==> src/rtl/rtr_pkg.sv <==
`timescale 1ns/1ps
package rtr_pkg;
   localparam int MAX_CH = 256;
   localparam int WORD_W = 32;

   typedef enum logic [1:0] {
      CH_NONE   = 2'd0,
      CH_SHARED = 2'd1,
      CH_SPLIT  = 2'd2
   } ch_kind_e;

   // one bit per channel that is allowed to request a transfer
   function automatic logic [MAX_CH-1:0] cap_mask(input logic [2*MAX_CH-1:0] kinds);
      logic [MAX_CH-1:0] m;
      m = '0;
      for (int i = 0; i < MAX_CH; i++) begin
         m[i] = (kinds[2*i +: 2] != 2'd0);
      end
      return m;
   endfunction
endpackage

==> src/rtl/rtr_enable_regs.sv <==
`timescale 1ns/1ps
module rtr_enable_regs #(
   parameter int NUM_CH = 256,
   parameter logic [2*rtr_pkg::MAX_CH-1:0] CH_KIND = '0,
   parameter int AW = 3
) (
   input  logic              clk,
   input  logic              rst_n,
   input  logic              we,
   input  logic [AW-1:0]     addr,
   input  logic [31:0]       wdata,
   output logic [31:0]       rdata,
   output logic [NUM_CH-1:0] en_o
);
   localparam int WORDS = NUM_CH / rtr_pkg::WORD_W;
   localparam logic [rtr_pkg::MAX_CH-1:0] CAP = rtr_pkg::cap_mask(CH_KIND);

   for (genvar w = 0; w < WORDS; w++) begin : g_word
      localparam logic [31:0] WMASK = CAP[32*w +: 32];
      logic [31:0] q;
      always_ff @(posedge clk or negedge rst_n) begin
         if (!rst_n) begin
            q <= '0;
         end else if (we && addr == AW'(w)) begin
            q <= wdata & WMASK;
         end
      end
      assign en_o[32*w +: 32] = q;


      wr_update_chk: assert property (@(posedge clk) disable iff (!rst_n)
         (we && addr == AW'(w)) |=> (en_o[32*w +: 32] == ($past(wdata) & WMASK)));
   end

   always_ff @(posedge clk or negedge rst_n) begin
      if (!rst_n) begin
         rdata <= '0;
      end else if (int'(addr) < WORDS) begin
         rdata <= en_o[32*int'(addr) +: 32];
      end else begin
         rdata <= '0;
      end
   end
endmodule

==> src/rtl/rtr_lane.sv <==
`timescale 1ns/1ps
module rtr_lane #(
   parameter logic [1:0] KIND = 2'd0
) (
   input  logic clk,
   input  logic rst_n,
   input  logic en_i,
   input  logic irq_i,
   input  logic xreq_i,
   input  logic done_i,
   output logic dma_req_o,
   output logic ic_irq_o,
   output logic ic_done_o
);
   logic req_d, irq_d, done_d;

   if (KIND == rtr_pkg::CH_SHARED) begin : g_shared
      logic unused_in;
      assign unused_in = xreq_i;
      always_comb begin
         req_d  = en_i & irq_i;
         irq_d  = en_i ? done_i : irq_i;
         done_d = 1'b0;
      end


      shr_req_chk: assert property (@(posedge clk) disable iff (!rst_n)
         dma_req_o |-> ($past(en_i) && $past(irq_i)));

      shr_irq_chk: assert property (@(posedge clk) disable iff (!rst_n)
         ($past(rst_n) && !$past(en_i)) |-> (ic_irq_o == $past(irq_i)));
   end else if (KIND == rtr_pkg::CH_SPLIT) begin : g_split
      always_comb begin
         req_d  = en_i & xreq_i;
         irq_d  = irq_i;
         done_d = done_i;
      end


      spl_irq_chk: assert property (@(posedge clk) disable iff (!rst_n)
         $past(rst_n) |-> (ic_irq_o == $past(irq_i)));

      spl_req_chk: assert property (@(posedge clk) disable iff (!rst_n)
         dma_req_o |-> $past(en_i && xreq_i));

      spl_done_chk: assert property (@(posedge clk) disable iff (!rst_n)
         $past(rst_n) |-> (ic_done_o == $past(done_i)));
   end else if (KIND == rtr_pkg::CH_NONE) begin : g_none
      logic unused_in;
      assign unused_in = ^{en_i, xreq_i, done_i};
      always_comb begin
         req_d  = 1'b0;
         irq_d  = irq_i;
         done_d = 1'b0;
      end


      non_irq_chk: assert property (@(posedge clk) disable iff (!rst_n)
         $past(rst_n) |-> (ic_irq_o == $past(irq_i)));
   end else begin : g_bad_kind
      $error("rtr_lane: channel kind code 3 is not defined");
   end

   always_ff @(posedge clk or negedge rst_n) begin
      if (!rst_n) begin
         dma_req_o <= 1'b0;
         ic_irq_o  <= 1'b0;
         ic_done_o <= 1'b0;
      end else begin
         dma_req_o <= req_d;
         ic_irq_o  <= irq_d;
         ic_done_o <= done_d;
      end
   end
endmodule

==> src/rtl/dreq_irq_router.sv <==
`timescale 1ns/1ps
module dreq_irq_router #(
   parameter int NUM_CH = 256,
   parameter logic [2*rtr_pkg::MAX_CH-1:0] CH_KIND = {32{16'b10_00_01_10_01_00_10_01}},
   localparam int WORDS = NUM_CH / rtr_pkg::WORD_W,
   localparam int AW = (WORDS > 1) ? $clog2(WORDS) : 1
) (
   input  logic              clk,
   input  logic              rst_n,
   input  logic [NUM_CH-1:0] per_irq,
   input  logic [NUM_CH-1:0] per_xreq,
   input  logic [NUM_CH-1:0] eng_done,
   input  logic              reg_we,
   input  logic [AW-1:0]     reg_addr,
   input  logic [31:0]       reg_wdata,
   output logic [31:0]       reg_rdata,
   output logic [NUM_CH-1:0] dma_req,
   output logic [NUM_CH-1:0] ic_irq,
   output logic [NUM_CH-1:0] ic_done
);
   if (NUM_CH % rtr_pkg::WORD_W != 0 || NUM_CH < rtr_pkg::WORD_W ||
       NUM_CH > rtr_pkg::MAX_CH) begin : g_bad_num_ch
      $error("dreq_irq_router: NUM_CH must be a multiple of 32 between 32 and 256");
   end

   logic [NUM_CH-1:0] en;

   rtr_enable_regs #(
      .NUM_CH (NUM_CH),
      .CH_KIND(CH_KIND),
      .AW     (AW)
   ) u_regs (
      .clk  (clk),
      .rst_n(rst_n),
      .we   (reg_we),
      .addr (reg_addr),
      .wdata(reg_wdata),
      .rdata(reg_rdata),
      .en_o (en)
   );

   for (genvar i = 0; i < NUM_CH; i++) begin : g_ch
      rtr_lane #(.KIND(CH_KIND[2*i +: 2])) u_lane (
         .clk      (clk),
         .rst_n    (rst_n),
         .en_i     (en[i]),
         .irq_i    (per_irq[i]),
         .xreq_i   (per_xreq[i]),
         .done_i   (eng_done[i]),
         .dma_req_o(dma_req[i]),
         .ic_irq_o (ic_irq[i]),
         .ic_done_o(ic_done[i])
      );
   end
endmodule

==> config.mk <==
export PLATFORM = sky130hd
export DESIGN_NAME = dreq_irq_router
export DESIGN_NICKNAME = d
export VERILOG_FILES = /design/src/rtl/rtr_pkg.sv /design/src/rtl/rtr_enable_regs.sv /design/src/rtl/rtr_lane.sv /design/src/rtl/dreq_irq_router.sv
export SDC_FILE = /design/constraint.sdc
export NUM_CORES = 1
export LEC_CHECK = 0
export BUFFER_PORTS_ARGS = -buffer_cell sky130_fd_sc_hd__buf_2
export CAP_MARGIN = 20
export CELL_PAD_IN_SITES_DETAIL_PLACEMENT = 1
export CELL_PAD_IN_SITES_GLOBAL_PLACEMENT = 1
export CORE_AREA = 10 10 618 620
export CTS_CLUSTER_SIZE = 40
export DETAILED_ROUTE_END_ITERATION = 6
export DIE_AREA = 0 0 628 630
export GPL_TIMING_DRIVEN = 0
export PLACE_DENSITY_LB_ADDON = 0.1
export SLEW_MARGIN = 20
export SYNTH_ARGS = -nofsm -noshare
export SYNTH_HDL_FRONTEND = slang
export SYNTH_SLANG_ARGS = --single-unit
==> constraint.sdc <==
create_clock -name clk -period 1.4 [get_ports clk]
set_input_delay 0.07 -clock clk [delete_from_list [all_inputs] [get_ports clk]]
set_output_delay 0.07 -clock clk [all_outputs]
set_load 0.02 [all_outputs]
==> results of run 1 <==
==> cell families (layout without fill, tap and decap cells) <==
kind of cell,Yosys count,after routing,share of synthesized area [%]
buffers and inverters,811,2757,19.5
other,1,275,0.0120
DFF,760,760,61.0
muxes,360,360,15.2
and+or+nand+nor,200,200,4.29
==> Yosys cell counts <==
cell	count	share of area, %
buf_8	1	0.048
buf_6	6	0.22
nand4b_2	1	0.048
buf_2	16	0.26
dfrtp_1	760	61
nand4_2	1	0.040
and4bb_2	3	0.12
and2_1	192	3.9
mux2_1	10	0.36
buf_4	788	19
nor4b_4	1	0.076
mux4_2	10	0.72
nand4b_4	2	0.15
mux4_1	38	3.2
conb_1	1	0.012
mux2_2	302	11
==> through the flow <==
step	setup TNS, ns	util (%)	std cells
final	-17.34	16.0	9302
after global routing	-78.53	16.0	9280
after CTS	-105.42	15.9	9238
after global placement	-	11.9	8453
after detailed placement	-368.78	12.0	8461
after floorplan	0	-	2363
==> power groups by stage <==
stage / Sequential [mW] / Clock, mW / Combinational (mW)
6_report: 27.7 / 30.1 / 17.2
5_1_grt: 28.2 / 32.8 / 18.6
4_1_cts: 28.0 / 32.1 / 17.6
3_5_place_dp: 28.1 / 0 / 14.3
3_3_place_gp: 28.1 / 0 / 14.1
2_1_floorplan: 26.6 / 0 / 8.40
==> worst register-to-register path: stages (launching register included) <==
cell and delay (ns):
dfrtp_2 0.47, mux4_1 0.52, mux2_2 0.27
==> state kept, by name, summed over array words and instances, names as in the netlist <==
register and count:
g_ch.u_lane.dma_req_o 192, g_ch.u_lane.ic_irq_o 256, g_ch.u_lane.ic_done_o 96, u_regs.g_word.q 192
u_regs.rdata 24
==> what timing repair did <==
item	CTS	global route
cloned	0	2
endpoints found under the hold margin	1010	258
endpoints found under the setup margin	615	820
buffers inserted	21	12
hold buffers	1076	8
resized for setup	1277	22
==> area by class of cell <==
cell class	instances	area, µm²
fill	41900	310000
timing repair buffer	2266	20800
sequential	760	19100
multi-input combinational	792	6930
tap	4950	6190
clock buffer	187	3470
buffer	271	2050
clock inverter	33	322
antenna	43	108
==> worst paths after layout <==
| path | start | end | slack, ns | depth (start not counted) |
|---|---|---|---|---|
| worst max register to register | u_regs.g_word[1].q[27] | u_regs.rdata[27] | 0.03 | 2 |
| min in group clk | reg_addr[1] | u_regs.g_word[0].q[21] | -0.28 | 3 |
| max in group asynchronous | rst_n | g_ch[180].u_lane.ic_irq_o | 0.22 | 4 |
| worst min-delay path | rst_n | g_ch[93].u_lane.ic_irq_o | -0.83 | 1 |
| worst min register to register | u_regs.g_word[3].q[4] | g_ch[100].u_lane.dma_req_o | 0.50 | 1 |
| worst max-delay path | g_ch[180].u_lane.ic_irq_o | ic_irq[180] | -0.15 | 1 |
==> metal layers <==
metal / up-vias / share of wire [%]
met2: 937 / 55
met5: - / 0.12
met4: 36 / 2.2
met1: 11600 / 34
li1: 10300 / -
met3: 263 / 8.9
==> impl_metrics.tcl, run 1 <==
set metrics [dict create \
    use_met2_pct 18.5 \
    p_total_mw 74.9 \
    whs_ns -0.830 \
    status "finished with violations" \
    required_ns 1.33 \
    max_cap_violations 0 \
    synth-seq-area-share_pct 61.0 \
    gr-usage-met1_pct 9.44 \
    design_area_mm2 0.0590 \
    grt_max_degree 103 \
    critPathLaunchType "register" \
    first_pass_iters 4 \
    port-buffer-count 1140 \
    wire_per_inst_um 21.2 \
    synth_cells 2132 \
    power.clock.fraction_pct 40.1 \
    clock_path_buffers 4 \
    setup_ws_ns -0.149 \
    cp_slowest_cell "dfrtp_2" \
    pin_count 1606 \
    final_common_cell "dlygate4sd3_1" \
    grt_pass1_wl_um 259000 \
    critPathCaptureType "output port" \
    ctsRootBufferMaster "clkbuf_16" \
    routed_wl_um 197000 \
    comb_power_share_pct 22.9 \
    max_freq_mhz 646 \
    dpl-instance-area_mm2 0.0442 \
    switchingPower_mw 23.2 \
    drive_gt1_share_pct 47.6 \
    syn_area_mm2 0.0312 \
    antenna_found_initial 97 \
    slew-limit-headroom_pct 44.6 \
    path_cells "buf_6" \
    gp_congestion 0.764 \
    worst_pin_slew_ns 0.830 \
    finalSetupViolCount 509 \
    ant_nets 0 \
    initial_core_util_pct 8.46 \
    clkTransAtPathRegs_ns 0.05 \
    period_minus_slack_ns 1.55 \
    die_width_um 628 \
    die_area_mm2 0.396 \
    cts_tree "yes" \
    p_per_area_mw_per_mm2 1270 \
    numCtsBuffers 120 \
    yosysWarnings 0 \
    coreArea_mm2 0.369 \
    min_period_over_period_pct 111 \
    crit_arrival_ns 1.48 \
    place_ws_ns -1.18 \
    crit_type "register to output port" \
    synth.distinct_cells 16 \
    syn_to_final_growth_pct 89.4 \
    internal-power_mw 51.7 \
    finClkSkew_ns 0.0668 \
    hold_viol_final 302 \
    htree_levels 3 \
    p_seq_share_pct 36.9 \
    drtIter0Drc 651 \
    ir_worst_vdd_mv 0.974 \
    grt_setup_unrepaired "yes" \
    clk_latency_ns 0.86 \
    clkSinkCount 760 \
    drc 0 \
    critPathMaxFanout 1 \
    switching_share_pct 30.9 \
    die_h_um 630 \
    syn_area_per_cell_um2 14.6 \
    nets 5017 \
    grt_overflow 0 \
    synth_seq_cells 760 \
    hold_class "primary input to asynchronous set/reset pin" \
    slew_viol_final 0 \
    busiest_layer "met2" \
    violations "hold timing, setup timing" \
    vias 23100 \
    final_cell_mix "dlygate4sd3_1, dfrtp_1, buf_2" \
    grt_pass1_vias 26800 \
    num_rows 223 \
    leakage_nw 26.0 \
    dp_hpwl_um 157000 \
    path_delay_family "flip-flops" \
    cp_num_buf_inv 1 \
    cpPeakStageDelay_ns 0.48 \
    grt_use_met3_pct 3.98 \
    track_usage_pct 9.56 \
    vias_per_cell 2.48 \
]
Power figures use the tool's default switching activity.
==> inputs of run 2 (changes only) <==
Settings changed: ABC_AREA set to 1, CORE_AREA 10 10 618 620 to 10 10 614 616, DIE_AREA 0 0 628 630 to 0 0 624 626.
==> impl_metrics.tcl, run 2 <==
set metrics [dict create \
    grt_overflow 0 \
    netlist.area_leader.share_pct 60.0 \
    synth_cells 3061 \
    max_cap_violations 0 \
    antenna_found_initial 111 \
    final_common_cell "dlygate4sd3_1" \
    path_cells "buf_6" \
    design_area_mm2 0.0596 \
    cp_slowest_cell "dfrtp_2" \
    place_ws_ns -0.819 \
    ys_top_cells_by_area "dfrtp_1, buf_4, nand2_1" \
    reg2reg_depth 4 \
    nFillCells 42200 \
    internal-power_mw 51.3 \
    max_freq_mhz 612 \
    die_area_mm2 0.391 \
    worst_pin_slew_ns 1.02 \
    clkSinkCount 760 \
    cts_tree "yes" \
    regMostFlops "g_ch.u_lane.ic_irq_o" \
    pin_count 1606 \
    critPathCaptureType "output port" \
    ant_nets 0 \
    track_usage_pct 11.3 \
    yosysMostFrequentCell "nand2_1" \
    dp_hpwl_um 185000 \
    critPathLaunchType "register" \
    routed_wl_um 231000 \
    slew-limit-headroom_pct 32.2 \
    syn_to_final_growth_pct 88.2 \
    finClkSkew_ns 0.0649 \
    setup_ws_ns -0.235 \
    die_width_um 624 \
    crit_arrival_ns 1.56 \
    syn_area_mm2 0.0317 \
    wire_per_inst_um 22.9 \
    synth_seq_cells 760 \
    die_h_um 626 \
    ctsRootBufferMaster "clkbuf_16" \
    period_minus_slack_ns 1.63 \
    p_seq_share_pct 36.5 \
    worst-path-stages 1 \
    leakage_nw 29.0 \
    port-buffer-count 1139 \
    regArea_mm2 0.0191 \
    synth_top_cell_by_area "dfrtp_1" \
    multi_input_area_mm2 0.00635 \
    crit_type "register to output port" \
    synth_common_cells "nand2_1, buf_4, dfrtp_1, inv_1, o21ai_0" \
    grt_pass1_wl_um 300000 \
    grt_pass1_vias 31800 \
    synth_ff_type "dfrtp_1" \
    slew_viol_final 0 \
    synth-edff-count 0 \
    grt_max_degree 101 \
    path_delay_family "flip-flops" \
    synth-seq-area-share_pct 60.0 \
    largest_reg_flops 256 \
    required_ns 1.33 \
    cpPeakStageDelay_ns 0.50 \
    final_cell_mix "dlygate4sd3_1, nand2_1, dfrtp_1" \
    power.clock.fraction_pct 42.4 \
    initial_core_util_pct 8.69 \
    hold_class "primary input to asynchronous set/reset pin" \
    coreArea_mm2 0.364 \
    switchingPower_mw 24.0 \
    fin_util_pct 16.4 \
    syn_area_per_cell_um2 10.4 \
    gp_congestion 0.764 \
    numCtsBuffers 119 \
    first_pass_iters 5 \
    critPathMaxFanout 1 \
    comb_power_share_pct 21.1 \
    fin_setup_tns_ns -27.57 \
    ff2ff_setup_slack_ns 0.08 \
    top_regs "g_ch.u_lane.ic_irq_o: 256 flops, g_ch.u_lane.dma_req_o: 192 flops, u_regs.g_word.q: 192 flops" \
    htree_levels 3 \
    clk_latency_ns 0.89 \
    switching_share_pct 31.9 \
    cp_num_buf_inv 1 \
    vias_per_cell 2.72 \
    violations "hold timing, setup timing" \
    finalSetupViolCount 565 \
    status "finished with violations" \
    grt_setup_unrepaired "yes" \
    vias 27400 \
    drive_gt1_share_pct 33.8 \
    synth.distinct_cells 20 \
    nets 5933 \
    min_period_over_period_pct 117 \
    p_per_area_mw_per_mm2 1260 \
    drtIter0Drc 730 \
    clkTransAtPathRegs_ns 0.05 \
    yosysWarnings 0 \
    async_flop_share_pct 100 \
    whs_ns -0.913 \
    dpl-instance-area_mm2 0.0446 \
    ir_worst_vdd_mv 1.00 \
    num_rows 222 \
    clock_path_buffers 4 \
    drc 0 \
    hold_viol_final 335 \
]
## run 2: changes by cell type in the layout (fill, tap and decap cells not counted), moves of 127 or more
cell,previous run,this run
nand2_1,0,919
inv_1,0,229
mux2_2,302,84
and2_1,192,0
o21ai_0,0,127
## run 2: cells by family (layout without fill, tap and decap cells)
| family | Yosys count | count (layout) | synth area share [%] |
|---|---|---|---|
| buf+inv | 1086 | 3016 | 22.7 |
| mux | 84 | 84 | 2.99 |
| simple gates | 938 | 938 | 11.2 |
| other cells | 1 | 269 | 0.0118 |
| compound gates | 192 | 192 | 3.10 |
| flops | 760 | 760 | 60.0 |
## run 2: timing repair
item | CTS | global route
buffers inserted | 0 | 2
cloned | 0 | 1
hold endpoints to repair | 996 | 274
resized for setup | 1226 | 41
endpoints found under the setup margin | 568 | 673
pin swaps | 0 | 1
hold buffers | 1097 | 11
## run 2: cell type report
cell class | count | share of cell area [%]
clock buffers | 174 | 5.78
multi-input cells | 1446 | 10.6
repair buffers | 2256 | 35.0
well taps | 4816 | 10.1
clock inverters | 42 | 0.976
plain buffers | 311 | 3.90
inverters | 233 | 1.47
flip-flops and latches | 760 | 32.0
diodes | 37 | 0.155
## run 2: stage by stage
stage,std cells,total power [mW]
2_1_floorplan,3292,33.8
3_3_place_gp,9247,41.2
3_5_place_dp,9256,41.3
4_1_cts,10000,78.2
5_1_grt,10100,80.0
6_report,10100,75.3
## run 2: worst paths after layout
path / to / start
hold / removal: g_ch[227].u_lane.dma_req_o / rst_n
setup reg to reg: g_ch[237].u_lane.ic_irq_o / u_regs.g_word[7].q[13]
hold reg to reg: g_ch[116].u_lane.dma_req_o / u_regs.g_word[3].q[20]
setup / recovery: ic_irq[130] / g_ch[130].u_lane.ic_irq_o
max in group asynchronous: u_regs.g_word[7].q[31] / rst_n
min in group clk: u_regs.rdata[27] / reg_addr[2]
## run 2: layer usage
layer	part of all wire, %	vias to the layer above	GRT usage [%]
met5	0.065	-	0
met4	3.0	24	2.87
met3	7.8	339	3.88
met2	55	1145	22.6
met1	34	13400	11.0
li1	-	12500	-
## run 2: power groups by stage
stage,Clock (mW),Sequential (mW),Combinational (mW)
final,31.9,27.5,15.9
after global routing,34.6,27.9,17.5
after CTS,34.0,27.8,16.4
after detailed placement,0,27.7,13.7
after global placement,0,27.7,13.4
after floorplan,0,26.1,7.70
==> inputs of run 3 (changes only) <==
--- a/constraint.sdc
+++ b/constraint.sdc
@@ -3,2 +3,2 @@
 set_output_delay 0.07 -clock clk [all_outputs]
-set_load 0.02 [all_outputs]
+set_load 0.01 [all_outputs]
==> impl_metrics.tcl, run 3 (synthesis gave the netlist of run 2 again) <==
set metrics [dict create \
    initial_core_util_pct 8.69 \
    finalSetupViolCount 532 \
    slew_viol_final 0 \
    routed_wl_um 231000 \
    numCtsBuffers 119 \
    cts_tree "yes" \
    required_ns 1.33 \
    drtIter0Drc 740 \
    clock_path_buffers 4 \
    critPathCaptureType "output port" \
    critPathMaxFanout 1 \
    wire_per_inst_um 23.0 \
    grt_overflow 0 \
    fin_setup_tns_ns -23.04 \
    syn_to_final_growth_pct 87.7 \
    violations "hold timing, setup timing" \
    setup_ws_ns -0.231 \
    coreArea_mm2 0.364 \
    critPathLaunchType "register" \
    die_area_mm2 0.391 \
    dp_hpwl_um 185000 \
    track_usage_pct 11.3 \
    regMostFlops "g_ch.u_lane.ic_irq_o" \
    ir_worst_vdd_mv 1.00 \
    ff2ff_setup_slack_ns 0.08 \
    min_period_over_period_pct 117 \
    internal-power_mw 51.2 \
    clkSinkCount 760 \
    ant_nets 0 \
    crit_arrival_ns 1.56 \
    path_cells "buf_6" \
    crit_type "register to output port" \
    reg2reg_depth 4 \
    design_area_mm2 0.0595 \
    port-buffer-count 1139 \
    status "finished with violations" \
    gp_congestion 0.764 \
    hold_viol_final 335 \
    antenna_found_initial 111 \
    p_seq_share_pct 37.3 \
    period_minus_slack_ns 1.63 \
    final_common_cell "dlygate4sd3_1" \
    r2r_start "u_regs.g_word[7].q[13]" \
    finClkSkew_ns 0.0648 \
    drc 0 \
    htree_levels 3 \
    grt_setup_unrepaired "yes" \
    num_rows 222 \
    hold_class "primary input to asynchronous set/reset pin" \
    nets 5934 \
    p_total_mw 73.7 \
    top_regs "g_ch.u_lane.ic_irq_o: 256 flops, g_ch.u_lane.dma_req_o: 192 flops, u_regs.g_word.q: 192 flops" \
    vias_per_cell 2.72 \
    grt_pass1_vias 31800 \
    drive_gt1_share_pct 33.8 \
    power.clock.fraction_pct 43.3 \
    clk_latency_ns 0.89 \
    first_pass_iters 5 \
    max_freq_mhz 613 \
    slew-limit-headroom_pct 31.8 \
    largest_reg_flops 256 \
    max_cap_violations 0 \
    grt_pass1_wl_um 300000 \
    die_width_um 624 \
    dpl-instance-area_mm2 0.0446 \
    worst_pin_slew_ns 1.02 \
    die_h_um 626 \
    grt_max_degree 101 \
    cp_num_buf_inv 1 \
    cp_slowest_cell "dfrtp_2" \
    pin_count 1606 \
    whs_ns -0.915 \
    comb_power_share_pct 19.4 \
    leakage_nw 28.9 \
    ctsRootBufferMaster "clkbuf_16" \
    p_per_area_mw_per_mm2 1240 \
    path_delay_family "flip-flops" \
    final_cell_mix "dlygate4sd3_1, nand2_1, dfrtp_1" \
    switchingPower_mw 22.5 \
    switching_share_pct 30.6 \
    clkTransAtPathRegs_ns 0.05 \
    timing.rr.end "g_ch[237].u_lane.ic_irq_o" \
    vias 27400 \
    place_ws_ns -0.819 \
    cpPeakStageDelay_ns 0.51 \
]
-- run 3: changes by cell type in the layout (fill, tap and decap cells not counted) --
cell	change
buf_6	+28
buf_8	-23
buf_12	-5
diode_2	-5
buf_2	+1
dfrtp_1	+1
dfrtp_2	-1
-- run 3: metal layers --
layer	part of all wire [%]	up-vias	track usage [%]
met4	2.8	24	2.95
met1	34	13400	11.0
met5	0.064	-	0
li1	-	12500	-
met2	55	1139	22.6
met3	7.7	337	3.92
-- run 3: final cells by class --
type | count | area, µm²
Multi-Input combinational cell | 1446 | 6350
Fill cell | 42200 | 305000
Clock buffer | 174 | 3440
Tap cell | 4816 | 6030
Clock inverter | 42 | 582
Sequential cell | 760 | 19100
Inverter | 233 | 875
Antenna cell | 32 | 80.1
Buffer | 312 | 2330
Timing Repair Buffer | 2256 | 20700
-- run 3: through the flow --
step,util [%],hold WS (ns),instances
CTS,16.2,-0.976,10000
finish,16.3,-0.915,10100
floorplan,-,-0.226,3292
detailed placement,12.2,0.0372,9256
global route,16.3,-0.944,10100
global placement,12.1,0.178,9247
-- run 3: power by group through the flow --
stage               logic (mW)  clock network [mW]  registers, mW
finish                    14.3                31.9           27.5
global route              15.9                34.6           27.9
CTS                       14.8                34.0           27.8
detailed placement        12.2                   0           27.7
global placement          12.0                   0           27.7
floorplan                 6.25                   0           26.0
-- run 3: worst reg2reg max path, stage by stage (launching register included) --
cell and delay, ns:
dfrtp_1 0.46, inv_1 0.08, nand2_1 0.07, nand2_1 0.05, dlygate4sd3_1 0.55
-- run 3: how the worst max path moves through the flow --
stage	startpoint	to	slack, ns	cells past startpoint
6_report	g_ch[130].u_lane.ic_irq_o	ic_irq[130]	-0.23	1
3_3_place_gp	rst_n	g_ch[111].u_lane.ic_irq_o	-21.32	1
3_5_place_dp	rst_n	g_ch[225].u_lane.ic_irq_o	-0.82	4
4_1_cts	g_ch[127].u_lane.ic_irq_o	ic_irq[127]	-0.35	1
2_1_floorplan	reg_addr[1]	u_regs.g_word[6].q[17]	0.44	8
5_1_grt	g_ch[87].u_lane.ic_irq_o	ic_irq[87]	-0.29	2
-- run 3: repair_timing --
item	CTS	global route
hold endpoints to repair	996	274
pin swaps	0	1
buffers inserted	0	2
resized for setup	1063	41
endpoints found under the setup margin	568	673
gates cloned	0	1
hold buffers	1097	11
